<file path="src/rtl/fscm_pkg.sv">
package fscm_pkg;
  localparam logic [2:0] OP_SGN_COPY = 3'd0;
  localparam logic [2:0] OP_SGN_NEG  = 3'd1;
  localparam logic [2:0] OP_SGN_XOR  = 3'd2;
  localparam logic [2:0] OP_CLASS    = 3'd3;
  localparam logic [2:0] OP_MIN      = 3'd4;
  localparam logic [2:0] OP_MAX      = 3'd5;

  localparam int CLASS_W = 10;
  localparam int CB_NINF  = 0;
  localparam int CB_NNORM = 1;
  localparam int CB_NSUB  = 2;
  localparam int CB_NZERO = 3;
  localparam int CB_PZERO = 4;
  localparam int CB_PSUB  = 5;
  localparam int CB_PNORM = 6;
  localparam int CB_PINF  = 7;
  localparam int CB_SNAN  = 8;
  localparam int CB_QNAN  = 9;

  typedef struct packed {
    logic sign;
    logic is_inf;
    logic is_nan;
    logic is_snan;
    logic is_zero;
    logic is_sub;
  } fscm_info_t;
endpackage

</file>
<file path="src/rtl/fscm_inspect.sv">
module fscm_inspect
  import fscm_pkg::*;
#(
  parameter int EXP_W = 8,
  parameter int MAN_W = 23
) (
  input  logic [EXP_W+MAN_W:0]  operand,
  output fscm_info_t            info,
  output logic [CLASS_W-1:0]    class_mask
);
  localparam int W = EXP_W + MAN_W + 1;

  logic [EXP_W-1:0] expo;
  logic [MAN_W-1:0] mant;
  logic exp_ones, exp_zero, man_zero;

  assign expo     = operand[W-2:MAN_W];
  assign mant     = operand[MAN_W-1:0];
  assign exp_ones = &expo;
  assign exp_zero = ~|expo;
  assign man_zero = ~|mant;

  always_comb begin
    info.sign    = operand[W-1];
    info.is_inf  = exp_ones & man_zero;
    info.is_nan  = exp_ones & ~man_zero;
    info.is_snan = exp_ones & ~man_zero & ~mant[MAN_W-1];
    info.is_zero = exp_zero & man_zero;
    info.is_sub  = exp_zero & ~man_zero;
  end

  always_comb begin
    class_mask = '0;
    if (info.is_nan) begin
      if (info.is_snan) class_mask[CB_SNAN] = 1'b1;
      else              class_mask[CB_QNAN] = 1'b1;
    end else if (info.is_inf) begin
      if (info.sign) class_mask[CB_NINF] = 1'b1;
      else           class_mask[CB_PINF] = 1'b1;
    end else if (info.is_zero) begin
      if (info.sign) class_mask[CB_NZERO] = 1'b1;
      else           class_mask[CB_PZERO] = 1'b1;
    end else if (info.is_sub) begin
      if (info.sign) class_mask[CB_NSUB] = 1'b1;
      else           class_mask[CB_PSUB] = 1'b1;
    end else begin
      if (info.sign) class_mask[CB_NNORM] = 1'b1;
      else           class_mask[CB_PNORM] = 1'b1;
    end
  end
endmodule

</file>
<file path="src/rtl/fscm_sign_inject.sv">
module fscm_sign_inject #(
  parameter int W = 32
) (
  input  logic [W-1:0] a,
  input  logic [W-1:0] b,
  input  logic [1:0]   mode,
  output logic [W-1:0] y
);
  logic new_sign;

  always_comb begin
    unique case (mode)
      2'd0:    new_sign = b[W-1];
      2'd1:    new_sign = ~b[W-1];
      default: new_sign = a[W-1] ^ b[W-1];
    endcase
  end

  assign y = {new_sign, a[W-2:0]};
endmodule

</file>
<file path="src/rtl/fscm_minmax.sv">
module fscm_minmax
  import fscm_pkg::*;
#(
  parameter int EXP_W = 8,
  parameter int MAN_W = 23
) (
  input  logic [EXP_W+MAN_W:0] a,
  input  logic [EXP_W+MAN_W:0] b,
  input  fscm_info_t           ia,
  input  fscm_info_t           ib,
  input  logic                 pick_max,
  output logic [EXP_W+MAN_W:0] y,
  output logic                 nv
);
  localparam int W = EXP_W + MAN_W + 1;
  localparam logic [W-1:0] CANON_NAN = {1'b0, {EXP_W{1'b1}}, 1'b1, {(MAN_W-1){1'b0}}};

  logic a_below_b;
  logic mag_lt, mag_gt;

  assign mag_lt = a[W-2:0] < b[W-2:0];
  assign mag_gt = a[W-2:0] > b[W-2:0];

  always_comb begin
    if (ia.sign != ib.sign) a_below_b = ia.sign;
    else if (!ia.sign)      a_below_b = mag_lt;
    else                    a_below_b = mag_gt;
  end

  always_comb begin
    if (ia.is_nan && ib.is_nan) y = CANON_NAN;
    else if (ia.is_nan)         y = b;
    else if (ib.is_nan)         y = a;
    else if (pick_max)          y = a_below_b ? b : a;
    else                        y = a_below_b ? a : b;
  end

  assign nv = ia.is_snan | ib.is_snan;
endmodule

</file>
<file path="src/rtl/fp_sign_class_minmax.sv">
module fp_sign_class_minmax
  import fscm_pkg::*;
#(
  parameter int EXP_W = 8,
  parameter int MAN_W = 23
) (
  input  logic                     clk,
  input  logic                     rst,
  input  logic                     req_valid,
  input  logic [2:0]               op,
  input  logic [EXP_W+MAN_W:0]     src_a,
  input  logic [EXP_W+MAN_W:0]     src_b,
  output logic                     res_valid,
  output logic [EXP_W+MAN_W:0]     result,
  output logic                     invalid
);
  localparam int W = EXP_W + MAN_W + 1;
  localparam int N_SRC = 2;

  logic [W-1:0]       operands [N_SRC];
  fscm_info_t         infos    [N_SRC];
  logic [CLASS_W-1:0] masks    [N_SRC];

  assign operands[0] = src_a;
  assign operands[1] = src_b;

  for (genvar g = 0; g < N_SRC; g++) begin : g_inspect
    fscm_inspect #(.EXP_W(EXP_W), .MAN_W(MAN_W)) u_inspect (
      .operand    (operands[g]),
      .info       (infos[g]),
      .class_mask (masks[g])
    );
  end

  logic [W-1:0] sgn_y;
  fscm_sign_inject #(.W(W)) u_sgn (
    .a    (src_a),
    .b    (src_b),
    .mode (op[1:0]),
    .y    (sgn_y)
  );

  logic [W-1:0] mm_y;
  logic         mm_nv;
  fscm_minmax #(.EXP_W(EXP_W), .MAN_W(MAN_W)) u_mm (
    .a        (src_a),
    .b        (src_b),
    .ia       (infos[0]),
    .ib       (infos[1]),
    .pick_max (op == OP_MAX),
    .y        (mm_y),
    .nv       (mm_nv)
  );

  logic [W-1:0] next_res;
  logic         next_nv;

  always_comb begin
    next_res = '0;
    next_nv  = 1'b0;
    unique case (op)
      OP_SGN_COPY, OP_SGN_NEG, OP_SGN_XOR: next_res = sgn_y;
      OP_CLASS: next_res = {{(W-CLASS_W){1'b0}}, masks[0]};
      OP_MIN, OP_MAX: begin
        next_res = mm_y;
        next_nv  = mm_nv;
      end
      default: begin
        next_res = '0;
        next_nv  = 1'b0;
      end
    endcase
  end

  always_ff @(posedge clk) begin
    if (rst) begin
      res_valid <= 1'b0;
      result    <= '0;
      invalid   <= 1'b0;
    end else begin
      res_valid <= req_valid;
      if (req_valid) begin
        result  <= next_res;
        invalid <= next_nv;
      end
    end
  end
endmodule

</file>
<file path="config.mk">
export PLATFORM = sky130hd
export DESIGN_NAME = fp_sign_class_minmax
export DESIGN_NICKNAME = d
export VERILOG_FILES = /design/src/rtl/fscm_pkg.sv /design/src/rtl/fscm_inspect.sv /design/src/rtl/fscm_sign_inject.sv /design/src/rtl/fscm_minmax.sv /design/src/rtl/fp_sign_class_minmax.sv
export SDC_FILE = /design/constraint.sdc
export NUM_CORES = 1
export LEC_CHECK = 0
export BUFFER_PORTS_ARGS = -buffer_cell sky130_fd_sc_hd__buf_2
export CAP_MARGIN = 20
export CORE_UTILIZATION = 45
export CTS_CLUSTER_DIAMETER = 60
export CTS_CLUSTER_SIZE = 30
export DETAILED_ROUTE_END_ITERATION = 8
export PLACE_DENSITY = 0.87
export SYNTH_ARGS = -nofsm -noshare
export SYNTH_HDL_FRONTEND = slang
export SYNTH_SLANG_ARGS = --single-unit
</file>
<file path="constraint.sdc">
create_clock -name clk -period 8.2 [get_ports clk]
set_clock_uncertainty 0.15 [all_clocks]
set_input_delay 1.64 -clock clk [delete_from_list [all_inputs] [get_ports clk]]
set_output_delay 1.64 -clock clk [all_outputs]
set_load 0.02 [all_outputs]
</file>
# Word-level counts from Yosys, hierarchy flattened
# Index checks and enable logic that the tools add are counted.
# op_classes
magnitude_cmp	2
eq_ne	7
n_mux	27
bitwise	12
n_reduce_logical	12
# ops
cell	n
two-way mux 32 bit	6
one-hot mux 32 bit (3 select lines)	1
OR reduction 23 bit	2
greater-than comparator 31 bit	1
less-than comparator 31 bit	1
AND reduction 8 bit	2
two-way mux 1 bit	13
two-way mux 2 bit	4
two-way mux 8 bit	1
OR reduction 8 bit	1
AND 1 bit	7
== test 3 x 2 -> 1 bit, second input constant	2
== test 3 bit, second input constant	2
two-way mux 6 bit	1
== test 3 x 1 -> 1 bit, second input constant	1
zero test 3 bit	1
NOT 1 bit	3
OR reduction 3 bit	1
== test 2 x 1 -> 1 bit, second input constant	1
zero test 1 bit	2
zero test 2 bit	1
one-hot mux 1 bit (2 select lines)	1
OR reduction 2 bit	1
logical AND 1 bit	1
other kinds (3)	3
# totals
regBits	34
out_inout_bits	34
elab_cells	63

# Depth between registers and ports, before layout
# depth
ltp_word	9
ltp_mapped	12

# Modules after synthesis
# Synthesis repeated with hierarchy kept, for this count alone.
# hier_totals
cells_unflattened	547
hier_area_um2	4296.6
# modules_own_cells
module	instances	cells_each	area_per_inst_um2	seq_area_each_um2
fp_sign_class_minmax	1	200	1896.8	680.7
fscm_minmax	1	243	1660.3	0.0
fscm_inspect	2	35	240.2	0.0
fscm_sign_inject	1	34	259.0	0.0

# Worst setup path after synthesis
# OpenSTA, ideal clock, no wires.
# synth_path
kind	input to register
startpoint	input port src_a[31]
endpoint	register result[21]
setup_time_ps	122
t_arrival_ps	4310
path_slack_ps	3618
cell_stages	11
path_buffers	2
cell_sequence	clkbuf_1 -> inv_1 -> ha_1 -> a211o_1 -> or4_4 -> o211a_1 -> o21ba_1 -> nor3_4 -> o41ai_4 -> buf_6 -> a221o_1
# synth_between
elab_chain_cells	8
word_cells_on_any_way	10
cone_classes	1 x eq/ne; 9 x mux
# synth_lines
element	line	text
start: declaration	fp_sign_class_minmax.sv:11	input logic [EXP_W+MAN_W:0] src_a,
two-way mux 1 bit / != test 1 bit (equally long branches)	fscm_minmax.sv:26, fscm_minmax.sv:25	
two-way mux 1 bit *	fscm_minmax.sv:25	if (ia.sign != ib.sign) a_below_b = ia.sign;
two-way mux 32 bit, on equally long branches	fscm_minmax.sv:35, fscm_minmax.sv:34	
two-way mux 32 bit *	fscm_minmax.sv:34	else if (pick_max) y = a_below_b ? b : a;
two-way mux 32 bit *	fscm_minmax.sv:33	else if (ib.is_nan) y = a;
two-way mux 32 bit *	fscm_minmax.sv:32	else if (ia.is_nan) y = b;
two-way mux 32 bit *	fscm_minmax.sv:31	if (ia.is_nan && ib.is_nan) y = CANON_NAN;
one-hot mux 32 bit (3 select lines) *	fp_sign_class_minmax.sv:61	unique case (op)
end signal: assignment	fp_sign_class_minmax.sv:83	result <= next_res;
end: declaration	fp_sign_class_minmax.sv:14	output logic [EXP_W+MAN_W:0] result,
# Mark *: on every way between the ends. The rest lies on a longest branch, timed or not.
# A chain may end at the register's enable or synchronous reset.

# Worst setup path in the final report
# layout_path
startpoint	input port src_a[29]
endpoint	register result[13]
# layout_between
elab_chain_cells	9
word_cells_on_any_way	14
cone_classes	2 x order compare; 9 x mux; 1 x bitwise; 2 x reduce/logical
# layout_lines
element	line	text
less-than comparator 31 bit / greater-than comparator 31 bit (equally long branches)	fscm_minmax.sv:21, fscm_minmax.sv:22	
two-way mux 1 bit	fscm_minmax.sv:26	else if (!ia.sign) a_below_b = mag_lt;
two-way mux 1 bit	fscm_minmax.sv:25	
two-way mux 32 bit, on equally long branches	fscm_minmax.sv:35, fscm_minmax.sv:34	
two-way mux 32 bit	fscm_minmax.sv:34	
two-way mux 32 bit	fscm_minmax.sv:33	
two-way mux 32 bit	fscm_minmax.sv:32	
two-way mux 32 bit *	fscm_minmax.sv:31	
one-hot mux 32 bit (3 select lines) *	fp_sign_class_minmax.sv:61	
# Marked as above.

==> results.tsv <==
metric	value	unit
status	completed	
crit_type	in2reg	
start_util	47.6	%
clkLatencyLatePin	0.29	ns
p_int	0.299	mW
final_cell_mix	buf_2 (103), inv_1 (35), dfxtp_1 (34)	
final_common_cell	buf_2	
die_h	79.2	µm
max_cap_viol_count	0	
num_antenna_cells	0	
pre_cts_slack	2.86	ns
pwr-share-seq	40.3	%
synthArstFlopShare	0	%
p_sw	0.152	mW
total_leakage_power	1.72	nW
fin_total_pwr	0.451	mW
irDropWorstVdd	105	µV
worst_slack	3.61	ns
fin_nets	527	
seq_area_frac_synth	25.3	%
drive_gt1_share	28.9	%
ff2ff_setup_slack	7.21	ns
synth_top_flop_cell	dfxtp_1	
pwr-share-comb	29.2	%
drv_slew	0	
cts_tree	yes	
cts_buffers	5	
fin_util	59.4	%
clkTransAtPathRegs	0.08	ns
cts_setup_buffers	0	
yosys-top-cells-area	dfxtp_1 (25%), ha_1 (15%), a221o_1 (8.2%)	
netlist_area	2690	µm²
synth_edf_count	0	
grt_pass1_vias	2831	
hp-start	invalid	
core	5640	µm²
routed_wl	7.97	mm
cts_sinks	34	
finalSetupTns	0	ns
ys_types	47	
startpoint_type	input port	
worst_pin_slew	0.990	ns
ys_seq_elements	34	
reg2reg_to	result[13]	
min_period_over_period	56.0	%
crit_path_max_fanout	17	
cts_hold_buf	0	
slew_headroom	33.8	%
worstSetupEndpointType	flop	
drt_pass1_iterations	5	
min_path_type	reg2reg	
worstRegToRegCells	2	
stdcell_count	497	
die_x	79.2	µm
hold_violations	0	
grt_max_degree	22	
drtIter0Drc	269	
switching_share	33.7	%
placed_area	3250	µm²
root_buffer	clkbuf_8	
io_pins	104	
grt_pass1_wl	13.1	mm
grt.total_usage	26.6	%
dp_cells	488	
ctsLongestPathBuffers	2	
synth.largest_area_cell	dfxtp_1	
rr_startpoint	result[13]	
place_congestion	0.912	
whs	0.318	ns
post_cts_resized	0	
dpl.hpwl	6.40	mm
rsz0062_at_grt	false	
routedWlPerCell	16.0	µm
setup_viol	0	
finalCriticalPeriod	4.59	ns
yosysWarnings	0	
worstHoldPathCells	2	
synth_nets	425	
crit_start	src_a[29]	
antenna_left	0	
max_freq	218	MHz
p_clk_share	30.4	%
power_density	135	nW/µm²
antenna_found_initial	0	
routed_via_density	5.86	
dr_total_vias	2910	
required	8.29	ns
die_area	6280	µm²
yosys.area.top_type_share	25.3	%
fin_area	3350	µm²
portBuffers	103	
drc	0	
rows	27	
area.growth.synth_to_final	24.9	%
syn_avg_cell_area	8.34	µm²
h-tree-depth	2	
cp.arrival	4.69	ns
overflow	0	
worstHoldEndpoint	invalid	
syn_inst	322	
==> flip-flops by register name, summed over array words and instances (netlist names) <==
| name | flops |
|---|---|
| result | 32 |
| invalid | 1 |
| res_valid | 1 |
==> cell type report <==
cell class / instances / area (µm²)
clock buffers: 6 / 82.6
flip-flops and latches: 34 / 681
multi-input cells: 242 / 1810
well taps: 72 / 90.1
clock inverters: 2 / 12.5
inverters: 35 / 131
repair buffers: 106 / 542
fillers: 510 / 2290
==> cells in the mapped netlist (2+ instances only) <==
library cell   n
a21o_1        11
a211oi_1       7
nor3b_1        2
inv_1         35
nand2b_1       2
buf_6          2
o21ai_1        3
a32oi_1        2
dfxtp_1       34
a22o_1         8
nand2_1       23
nor3_4         3
a21oi_1       19
nor4_1        12
and2_1        12
a21boi_0       2
buf_2          2
o31ai_1        2
a22oi_1        2
nor2b_1        4
ha_1          33
nand3_1       10
nor3_1         7
nand4_1       11
nor2_1        15
clkbuf_1       7
a221o_1       22
o21ai_0       10
a211o_1        2
==> power groups by stage <==
| stage | Combinational, mW | Clock (mW) | Sequential [mW] |
|---|---|---|---|
| 2_1_floorplan | 0.0626 | 0 | 0.200 |
| 4_1_cts | 0.131 | 0.139 | 0.182 |
| 5_1_grt | 0.145 | 0.146 | 0.183 |
| 3_5_place_dp | 0.130 | 0 | 0.186 |
| 6_report | 0.132 | 0.137 | 0.182 |
| 3_3_place_gp | 0.126 | 0 | 0.186 |
==> worst max-delay path: stages <==
cell     delay (ns)
buf_2          0.12
ha_1           0.32
a21oi_1        0.15
nand2_1        0.06
a211o_1        0.28
or4_4          0.48
o211a_1        0.26
nor3b_2        0.34
nor3_4         0.11
o41ai_4        0.48
buf_6          0.25
a221o_1        0.18
==> worst max-delay path by stage <==
stage	end	slack, ns	cells after the start
5_1_grt	result[12]	3.47	13
3_3_place_gp	result[21]	2.99	11
6_report	result[13]	3.61	12
3_5_place_dp	result[13]	2.86	11
4_1_cts	result[13]	3.17	11
2_1_floorplan	result[21]	3.62	11
==> logic make-up (layout without fill, tap and decap cells) <==
logic type      count (synthesis)  after routing  synth area share (%)
compound gates                 98             98                  28.4
xor+xnor                        1              1                 0.326
fa+ha+maj                      33             33                  15.4
buf+inv                        46            149                  7.08
flops                          34             34                  25.3
mux                             1              1                 0.373
simple gates                  109            109                  23.1
==> per-layer routing <==
layer	part of all wire [%]	track usage [%]
met5	0	0
met1	44	33.5
met2	46	44.6
met3	8.2	5.06
met4	2.3	9.82
No activity file was read; power rests on OpenSTA's default activity.
